## config.mk

```make
export PLATFORM = sky130hd
export DESIGN_NAME = uart_autoflow
export DESIGN_NICKNAME = d
export VERILOG_FILES = /design/src/rtl/uart_afc_pkg.sv /design/src/rtl/afc_cts_sync.sv /design/src/rtl/afc_rts_ctrl.sv /design/src/rtl/afc_tx_gate.sv /design/src/rtl/uart_autoflow.sv
export SDC_FILE = /design/constraint.sdc
export NUM_CORES = 1
export LEC_CHECK = 0
export BUFFER_PORTS_ARGS = -buffer_cell sky130_fd_sc_hd__buf_2
export CAP_MARGIN = 15
export CORE_AREA = 2 2 39 41
export DETAILED_ROUTE_END_ITERATION = 12
export DIE_AREA = 0 0 41 43
export PLACE_DENSITY_LB_ADDON = 0.3
export SYNTH_ARGS = -nofsm -noshare
export SYNTH_HDL_FRONTEND = slang
export SYNTH_SLANG_ARGS = --single-unit
```

## constraint.sdc

```tcl
create_clock -name clk -period 2.37 [get_ports clk]
set_input_delay 0.3555 -clock clk [delete_from_list [all_inputs] [get_ports clk]]
set_output_delay 0.3555 -clock clk [all_outputs]
set_load 0.01 [all_outputs]
```

## src/rtl/uart_afc_pkg.sv

```systemverilog
package uart_afc_pkg;

  // Receive-side events seen in one clock
  typedef struct packed {
    logic done;   // character being stored
    logic first;  // first data bit of an incoming character
    logic rd;     // CPU read of the receive buffer
  } rx_evt_t;

endpackage

```

## src/rtl/afc_cts_sync.sv

```systemverilog
module afc_cts_sync #(
  parameter int STAGES = 2
) (
  input  logic clk,
  input  logic rst,
  input  logic din,
  output logic dout
);

  logic [STAGES-1:0] chain;

  // Synchronizer flops carry no reset so that they never mask a CTS edge
  generate
    for (genvar i = 0; i < STAGES; i++) begin : g_stage
      if (i == 0) begin : g_first
        always_ff @(posedge clk) chain[0] <= din;
      end else begin : g_next
        always_ff @(posedge clk) chain[i] <= chain[i-1];
      end
    end
  endgenerate

  assign dout = chain[STAGES-1];

  // two-stage latency of the synchronized CTS
  a_r8_sync_latency: assert property (@(posedge clk) disable iff (rst)
    (STAGES == 2) |-> (dout == $past(din, 2)));

endmodule

```

## src/rtl/afc_rts_ctrl.sv

```systemverilog
module afc_rts_ctrl
  import uart_afc_pkg::*;
#(
  parameter int DEPTH = 16,
  localparam int CW = $clog2(DEPTH + 1)
) (
  input  logic          clk,
  input  logic          rst,
  input  logic          afc_en,
  input  logic          mcr_rts,
  input  logic [CW-1:0] trig_level,
  input  logic [CW-1:0] rx_level,
  input  rx_evt_t       ev,
  output logic          rts_out
);

  localparam logic [CW-1:0] LAST_SLOT = CW'(DEPTH - 1);
  localparam logic [CW-1:0] ONE       = CW'(1);

  logic [CW:0] level_after;
  logic        drop_c, restore_c;
  logic        hold_q, hold_d;

  assign level_after = {1'b0, rx_level} + {{CW{1'b0}}, 1'b1};
  assign drop_c      = (ev.done  && (level_after >= {1'b0, trig_level}))
                    || (ev.first && (rx_level >= LAST_SLOT));
  assign restore_c   = ev.rd && (rx_level == ONE);

  // Drop takes priority over restore
  always_comb begin
    hold_d = hold_q;
    if (!afc_en)        hold_d = 1'b0;
    else if (drop_c)    hold_d = 1'b1;
    else if (restore_c) hold_d = 1'b0;
  end

  always_ff @(posedge clk) begin
    if (rst) begin
      hold_q  <= 1'b0;
      rts_out <= 1'b0;
    end else begin
      hold_q  <= hold_d;
      rts_out <= mcr_rts && !hold_d;
    end
  end

  a_r3_threshold_drop: assert property (@(posedge clk) disable iff (rst)
    (afc_en && ev.done && ({1'b0, rx_level} + 1'b1 >= {1'b0, trig_level}))
      |=> !rts_out);

  a_r5_last_slot_drop: assert property (@(posedge clk) disable iff (rst)
    (afc_en && ev.first && (rx_level >= LAST_SLOT)) |=> !rts_out);

  a_r4_drain_restore: assert property (@(posedge clk) disable iff (rst)
    (afc_en && mcr_rts && ev.rd && (rx_level == ONE) && !ev.done && !ev.first)
      |=> rts_out);

  a_r11_mcr_gate: assert property (@(posedge clk) disable iff (rst)
    !mcr_rts |=> !rts_out);

endmodule

```

## src/rtl/afc_tx_gate.sv

```systemverilog
module afc_tx_gate (
  input  logic clk,
  input  logic rst,
  input  logic afc_en,
  input  logic cts_s,
  input  logic tx_req,
  input  logic tx_start,
  input  logic tx_stop_mid,
  output logic tx_go
);

  logic grant_q;

  always_ff @(posedge clk) begin
    if (rst) begin
      grant_q <= 1'b0;
      tx_go   <= 1'b0;
    end else begin
      if (tx_start || !tx_req || !afc_en) grant_q <= 1'b0;
      else if (tx_stop_mid && cts_s)      grant_q <= 1'b1;
      tx_go <= !afc_en || cts_s || grant_q;
    end
  end

  a_r2_no_hold_when_off: assert property (@(posedge clk) disable iff (rst)
    !afc_en |=> tx_go);

  // a granted character is not held back by a late CTS drop
  a_r9_grant_kept: assert property (@(posedge clk) disable iff (rst)
    (afc_en && grant_q && tx_req && !tx_start) |=> tx_go);

  // the grant never survives a start bit
  a_r10_grant_cleared: assert property (@(posedge clk) disable iff (rst)
    tx_start |=> !grant_q);

endmodule

```

## src/rtl/uart_autoflow.sv

```systemverilog
module uart_autoflow
  import uart_afc_pkg::*;
#(
  parameter int DEPTH       = 16,
  parameter int SYNC_STAGES = 2,
  localparam int CW = $clog2(DEPTH + 1)
) (
  input  logic          clk,
  input  logic          rst,
  input  logic          afc_en,
  input  logic          mcr_rts,
  input  logic          mcr_dtr,
  input  logic [CW-1:0] trig_level,
  input  logic [CW-1:0] rx_level,
  input  logic          rx_char_done,
  input  logic          rx_first_data,
  input  logic          rbr_read,
  input  logic          cts_in,
  input  logic          tx_req,
  input  logic          tx_start,
  input  logic          tx_stop_mid,
  output logic          rts_out,
  output logic          dtr_out,
  output logic          tx_go
);

  rx_evt_t ev;
  logic    cts_s;

  assign ev = '{done: rx_char_done, first: rx_first_data, rd: rbr_read};

  afc_cts_sync #(.STAGES(SYNC_STAGES)) u_sync (
    .clk  (clk),
    .rst  (rst),
    .din  (cts_in),
    .dout (cts_s)
  );

  afc_rts_ctrl #(.DEPTH(DEPTH)) u_rts (
    .clk        (clk),
    .rst        (rst),
    .afc_en     (afc_en),
    .mcr_rts    (mcr_rts),
    .trig_level (trig_level),
    .rx_level   (rx_level),
    .ev         (ev),
    .rts_out    (rts_out)
  );

  afc_tx_gate u_tx (
    .clk         (clk),
    .rst         (rst),
    .afc_en      (afc_en),
    .cts_s       (cts_s),
    .tx_req      (tx_req),
    .tx_start    (tx_start),
    .tx_stop_mid (tx_stop_mid),
    .tx_go       (tx_go)
  );

  always_ff @(posedge clk) begin
    if (rst) dtr_out <= 1'b0;
    else     dtr_out <= mcr_dtr;
  end

  a_r2_dtr_follow: assert property (@(posedge clk) disable iff (rst)
    1'b1 |=> (dtr_out == $past(mcr_dtr)));

endmodule

```

# After elaboration in Yosys (flattened, before gate mapping)
# Cells that the tools add are included.
# totals
register_bits,7
wordCells,28
out_inout_bits,3
inputBits,22
# op_classes
n_lt_le_gt_ge,2
eq_ne,1
addsub,1
muxes,3
n_reduce_logical,14
# op_table
op,n
5-bit by 1-bit adder with 6-bit output (second input constant),1
6-bit by 5-bit >= comparator with 1-bit output,1
5-bit by 1-bit equality test with 1-bit output (second input constant),1
5-bit by 4-bit >= comparator with 1-bit output (second input constant),1
1-bit logical AND,5
1-bit logical OR,5
1-bit logical NOT,3
1-bit 2-to-1 mux,3
2-bit OR reduction,1

# Depth between registers and ports, before layout
# Gate-level depths: netlist of the first run.
# depth
depth_word,8
mapped_depth,8
depth_no_buf,8

# By module
# Synthesis of the first run repeated with hierarchy kept, for this count alone.
# unflattened
hier_cells,48
area_unflattened_um2,476.7
# modules_own_cells
module,seq_area_each_um2,n_inst,area_per_inst_um2,cells_each
afc_rts_ctrl,40.0,1,332.8,37
afc_tx_gate,40.0,1,70.1,7
afc_cts_sync,40.0,1,40.0,2
uart_autoflow,20.0,1,33.8,2

# Worst setup path before layout of the first run
# OpenSTA, ideal clock, no wires.
# synth_timing
path_kind,in2reg
startpoint,input rx_level[0]
endpoint,register u_rts.rts_out
required_ns,2.310
stages,8
arrival_time_ns,1.810
n_path_buf,0
slack_ns,0.501
setup_time_ns,0.060
path_cell_list,ha_1 and3_1 ha_1 inv_1 ha_1 o31a_1 o41ai_1 a41o_1
# synth_between
elab_chain_len,8
elab_cells_between_ends,13
cone_classes,add/sub: 1; order compare: 2; eq/ne: 1; mux: 3; reduce/logical: 6
# synth_rtl
item,line,text
from (decl),uart_autoflow.sv:14,"input logic [CW-1:0] rx_level,"
5-bit by 1-bit adder with 6-bit output,afc_rts_ctrl.sv:24,"assign level_after = {1'b0, rx_level} + {{CW{1'b0}}, 1'b1};"
6-bit by 5-bit >= comparator with 1-bit output,afc_rts_ctrl.sv:25,"assign drop_c = (ev.done && (level_after >= {1'b0, trig_level}))"
1-bit logical AND,afc_rts_ctrl.sv:25,
1-bit logical OR,afc_rts_ctrl.sv:26,|| (ev.first && (rx_level >= LAST_SLOT));
1-bit 2-to-1 mux *,afc_rts_ctrl.sv:33,else if (drop_c) hold_d = 1'b1;
1-bit 2-to-1 mux *,afc_rts_ctrl.sv:32,if (!afc_en) hold_d = 1'b0;
1-bit logical NOT *,afc_rts_ctrl.sv:43,rts_out <= mcr_rts && !hold_d;
1-bit logical AND *,afc_rts_ctrl.sv:43,
to (signal assigned),afc_rts_ctrl.sv:43,
to (decl),afc_rts_ctrl.sv:14,output logic rts_out
# Every way passes the cells marked *; elsewhere a longest branch is shown, timed or not.
# A chain may end at the register's enable or synchronous reset.

# Worst setup path after layout of the first run
# Ends and elaborated chain as after synthesis.

==> results of run 1 <==
==> layout by cell type, fill, tap and decap left out, types with 2 or more instances in the layout <==
| cell type | instances |
|---|---|
| dfxtp_1 | 7 |
| inv_1 | 10 |
| nor3b_1 | 2 |
| nor2_1 | 3 |
| ha_1 | 8 |
| clkbuf_4 | 3 |
| nand3_1 | 2 |
| a21oi_1 | 3 |
| buf_2 | 24 |
| nand2_1 | 2 |
==> path summary, 6_finish.rpt <==
path | slack [ns] | cells after the start | end | from
hold reg to reg | 0.33 | 0 | u_sync.dout | u_sync.chain[0]
setup / recovery | 0.53 | 9 | u_rts.rts_out | rx_level[0]
setup reg to reg | 1.62 | 2 | u_rts.rts_out | u_rts.hold_q
hold / removal | 0.21 | 1 | u_sync.chain[0] | cts_in
==> kinds of logic after synthesis <==
group	after synthesis
and+or+nand+nor	15
buffers and inverters	10
AOI/OAI and AO/OA	9
adders and majority gates	8
DFF	7
xor gates and xnor gates	2
==> routing by layer <==
metal	routed length [um]	vias to the layer above	global-route usage, %
met5	0	-	0
met4	5	0	8.00
met3	75	2	3.14
met2	427	16	20.0
met1	399	188	14.0
li1	-	234	-
==> power groups by stage <==
stage               Combinational (uW)  Clock (uW)  Sequential, uW
global route                      81.7         119             127
global placement                  69.8           0             129
finish                            70.5         105             126
detailed placement                70.7           0             129
CTS                               71.5         110             126
floorplan                         36.5           0             131
==> worst reg2reg max path: cells and delay by family (launching register included) <==
kind,cells,cell delay (ns)
flops,1,0.29
compound gates,2,0.40
==> sequential cells by signal (all words and copies together) (netlist names) <==
name / count
u_rts.hold_q: 1
u_sync.chain: 1
dtr_out: 1
u_rts.rts_out: 1
u_tx.grant_q: 1
u_tx.tx_go: 1
u_sync.dout: 1
==> stage by stage <==
stage	total power [uW]	hold WS, ns	setup WS, ns	utilization, %
floorplan	167	0.310	0.501	-
global placement	199	0.311	0.322	42.5
detailed placement	200	0.317	0.268	42.5
CTS	308	0.199	0.529	44.4
global route	327	0.195	0.436	44.4
finish	302	0.207	0.532	44.4
==> layout make-up <==
cell class / count / area, um2
fill: 145 / 769
multi-input combinational: 34 / 270
sequential: 7 / 140
timing repair buffer: 24 / 120
inverter: 10 / 37.5
clock buffer: 4 / 26.3
tap: 16 / 20.0
==> flow_metrics.tcl, run 1 <==
set metrics [dict create \
    grt_max_degree 6 \
    wl_per_cell_um 9.55 \
    numCtsBuffers 3 \
    synthMuxAreaShare_pct 0 \
    postPlaceCellArea_um2 588 \
    power_frac_comb_pct 23.4 \
    final_cells 95 \
    synth_xor_area_share_pct 3.91 \
    clock_sinks 7 \
    synth_edf_count 0 \
    stdcell_area_um2 614 \
    pwr-share-clk_pct 34.8 \
    cp_slowest_cell "o31a_1" \
    dieArea_um2 1760 \
    viasPerCell 4.63 \
    power_switching_uw 76.9 \
    ir_drop_mv 0.276 \
    yosysMostFrequentCell "inv_1" \
    synth.ff_latch_count 7 \
    synth_cell_types 22 \
    ys.warnings.count 0 \
    setup.worst_path.start_class "primary input" \
    path_delay_family "adder cells" \
    fin_crit_ns 1.84 \
    synth_nets 81 \
    setup_violations 0 \
    syn2layout_area_growth_pct 37.2 \
    cts_hold_buf 0 \
    synth.top_cell.area_share_pct 31.3 \
    worst_slew_pin_slew_ns 0.380 \
    hp-class "primary input to register" \
    synth_top_family_by_area "adder cells" \
    clkLatencyLatePin_ns 0.24 \
    rsz0062_at_grt "no" \
    antennaDiodeCount 0 \
    core_um2 1380 \
    clockRootBuffer "clkbuf_4" \
    portBuffers 24 \
    cpMostUsedCell "ha_1" \
    final_nets 110 \
    syn_avg_cell_area_um2 8.78 \
    critical_path.max_fanout 5 \
    status "finished clean" \
    p_sw_share_pct 25.5 \
    max_freq_mhz 544 \
    final_layout_size_suffix_gt1_share_pct 38.0 \
    ctsResizeCount 0 \
    finalHoldViolations 0 \
    period_share_pct 77.5 \
    rows 14 \
    synthTopCellsByCount "inv_1, ha_1, dfxtp_1, a21oi_1, nor2_1" \
    h-tree-depth 1 \
    grt_pass1_wl_um 1500 \
    endpoint_kind "register" \
    yosysSeqAreaShare_pct 31.3 \
    first_pass_iters 2 \
    routed_wl_um 907 \
    crit_chain "buf_2, ha_1, and3_1, ha_1, inv_1, ha_1, o31a_1, o41ai_1, a41o_1" \
    ys.flop_type "dfxtp_1" \
    antenna_found_initial 0 \
    p_per_area_nw_per_um2 491 \
    critPathArrivalTime_ns 2.03 \
    grt_usage_pct 12.6 \
    die_x_um 41 \
    worstSetupPathType "primary input to register" \
    power.internal_uw 225 \
    drt_iter0_markers 4 \
    synthCells 51 \
    synth.cell_area_um2 448 \
    post-place-cells 91 \
    grt_pass1_vias 404 \
    synth_largest_area_cell "dfxtp_1" \
    path_buf_inv 2 \
    gp_congestion 0.612 \
    grt_overflow 0 \
    path_clk_slew_ns 0.05 \
    fin_setup_tns_ns 0 \
    vias 440 \
    antenna_left 0 \
    synth_compound_area_share_pct 14.2 \
    cp_slowest_stage_delay_ns 0.28 \
    die_height_um 43 \
    pin_count 25 \
    skew_ns 0.00240 \
    start_util_pct 32.4 \
    yosys-top-cells-area "dfxtp_1, ha_1, inv_1" \
    p_leak_uw 0.000347 \
    relSlewSlack_pct 74.3 \
    slew_violations 0 \
    drc 0 \
    post-dp-hpwl_um 784 \
    cts_setup_buffers 0 \
    async_reset_ff_share_pct 0 \
    cts_buffer_depth 2 \
    synth_fa_ha_area_share_pct 22.3 \
    p_seq_share_pct 41.9 \
    cap_violations 0 \
    crit_required_ns 2.56 \
    cts_tree "built" \
    synth_simple_gate_area_share_pct 19.8 \
]
Note: power is estimated with default switching activity, not from simulation.
==> run 2, diff against run 1 <==
==> constraint.sdc (replaced) <==
create_clock -name clk -period 1.5 [get_ports clk]
set_input_delay 0.225 -clock clk [delete_from_list [all_inputs] [get_ports clk]]
set_output_delay 0.225 -clock clk [all_outputs]
set_load 0.01 [all_outputs]
==> flow_metrics.tcl, run 2 (synthesis gave the netlist of run 1 again) <==
set metrics [dict create \
    status "finished clean" \
    utilization_pct 52.8 \
    wl_per_cell_um 10.0 \
    hold_end "u_sync.chain[0]" \
    cts_buffer_depth 2 \
    relSlewSlack_pct 78.8 \
    core_um2 1380 \
    finalHoldViolations 0 \
    layout_common_cells "buf_2, inv_1, dfxtp_1, ha_1, buf_4" \
    start_util_pct 32.4 \
    ir_drop_mv 0.452 \
    final_nets 115 \
    path_clk_slew_ns 0.05 \
    drt_iter0_markers 9 \
    gp_congestion 0.721 \
    antenna_found_initial 0 \
    die_x_um 41 \
    rows 14 \
    routed_wl_um 1000 \
    final_layout_size_suffix_gt1_share_pct 52.4 \
    clockRootBuffer "clkbuf_4" \
    p_per_area_nw_per_um2 713 \
    pin_count 25 \
    fin_setup_tns_ns 0 \
    top_usage_layer "met2" \
    r2r_setup_slack_ns 0.71 \
    endpoint_kind "register" \
    fin_crit_ns 1.50 \
    period_share_pct 99.9 \
    antennaDiodeCount 0 \
    grt.met3_usage_pct 4.71 \
    post-dp-hpwl_um 873 \
    setup.worst_path.start_class "primary input" \
    grt_pass1_vias 444 \
    dieArea_um2 1760 \
    use_met2_pct 21.9 \
    viasPerCell 4.62 \
    cts_hold_buf 0 \
    r2r_start "u_rts.hold_q" \
    p_leak_uw 0.000379 \
    post-place-cells 96 \
    grt_usage_pct 13.3 \
    final_common_cell "buf_2" \
    skew_ns 0.000212 \
    die_height_um 43 \
    grt_overflow 0 \
    cap_violations 0 \
    rsz0062_at_grt "yes" \
    numCtsBuffers 3 \
    hp-class "primary input to register" \
    min-delay-start "cts_in" \
    clock_sinks 7 \
    grt_max_degree 5 \
    syn2layout_area_growth_pct 63.1 \
    power_uw 521 \
    vias 462 \
    first_pass_iters 4 \
    worst_slew_pin_slew_ns 0.314 \
    slew_violations 0 \
    crit_required_ns 1.70 \
    portBuffers 24 \
    worstSetupPathType "primary input to register" \
    reg2reg_depth 2 \
    critPathArrivalTime_ns 1.69 \
    clkLatencyLatePin_ns 0.25 \
    min_path_cells 1 \
    grt_use_met1_pct 15.3 \
    max_freq_mhz 668 \
    worstReg2RegEnd "u_rts.rts_out" \
    grt_pass1_wl_um 1600 \
    critical_path.max_fanout 4 \
    drc 0 \
    cts_tree "built" \
    h-tree-depth 1 \
    antenna_left 0 \
    final_cells 100 \
    setup_violations 0 \
]
==> run 2: worst max-delay path by stage <==
stage | slack, ns | startpoint | cells after the start | end
2_1_floorplan | -0.03 | rx_level[0] | 8 | u_rts.rts_out
3_3_place_gp | -0.20 | rx_level[0] | 9 | u_rts.rts_out
3_5_place_dp | -0.25 | rx_level[1] | 9 | u_rts.rts_out
4_1_cts | 0.02 | rx_level[1] | 9 | u_rts.rts_out
5_1_grt | -0.08 | rx_level[0] | 8 | u_rts.rts_out
6_report | 0.002 | rx_level[0] | 8 | u_rts.rts_out
==> run 2: routing by layer <==
layer	vias to the layer above	routed length [um]
li1	245	-
met1	204	411
met2	13	539
met3	0	50
met4	0	0
met5	-	0
==> run 2: what timing repair did <==
item / CTS / global route
setup endpoints to repair: 0 / 2
endpoints found under the hold margin: 0 / 0
resized for setup: 0 / 8
buffers inserted: 0 / 0
==> run 2: critical path, stage by stage <==
cell and delay [ns]:
buf_8 0.10, ha_4 0.15, xor2_1 0.14, ha_1 0.29, o21ai_2 0.14, a21oi_2 0.05, o41ai_2 0.38, a41o_1 0.21
==> run 2: power by group <==
part,total (uW),internal (uW),switching [uW]
clock network,169,101,67.9
registers,199,197,2.55
logic,152,80.8,71.6
==> run 2: per-stage QoR <==
step | hold slack [ns] | area [um2] | setup slack, ns
after floorplan | 0.253 | 498 | -0.0253
after global placement | 0.313 | 676 | -0.199
after detailed placement | 0.326 | 676 | -0.247
after CTS | 0.0712 | 702 | 0.0219
after global routing | 0.0686 | 731 | -0.0757
final | 0.0777 | 731 | 0.00188
==> run 2: layout make-up <==
type	instances	area, um2
Timing Repair Buffer	29	174
Tap cell	16	20.0
Sequential cell	7	140
Fill cell	143	653
Multi-Input combinational cell	34	333
Clock buffer	4	26.3
Inverter	10	37.5
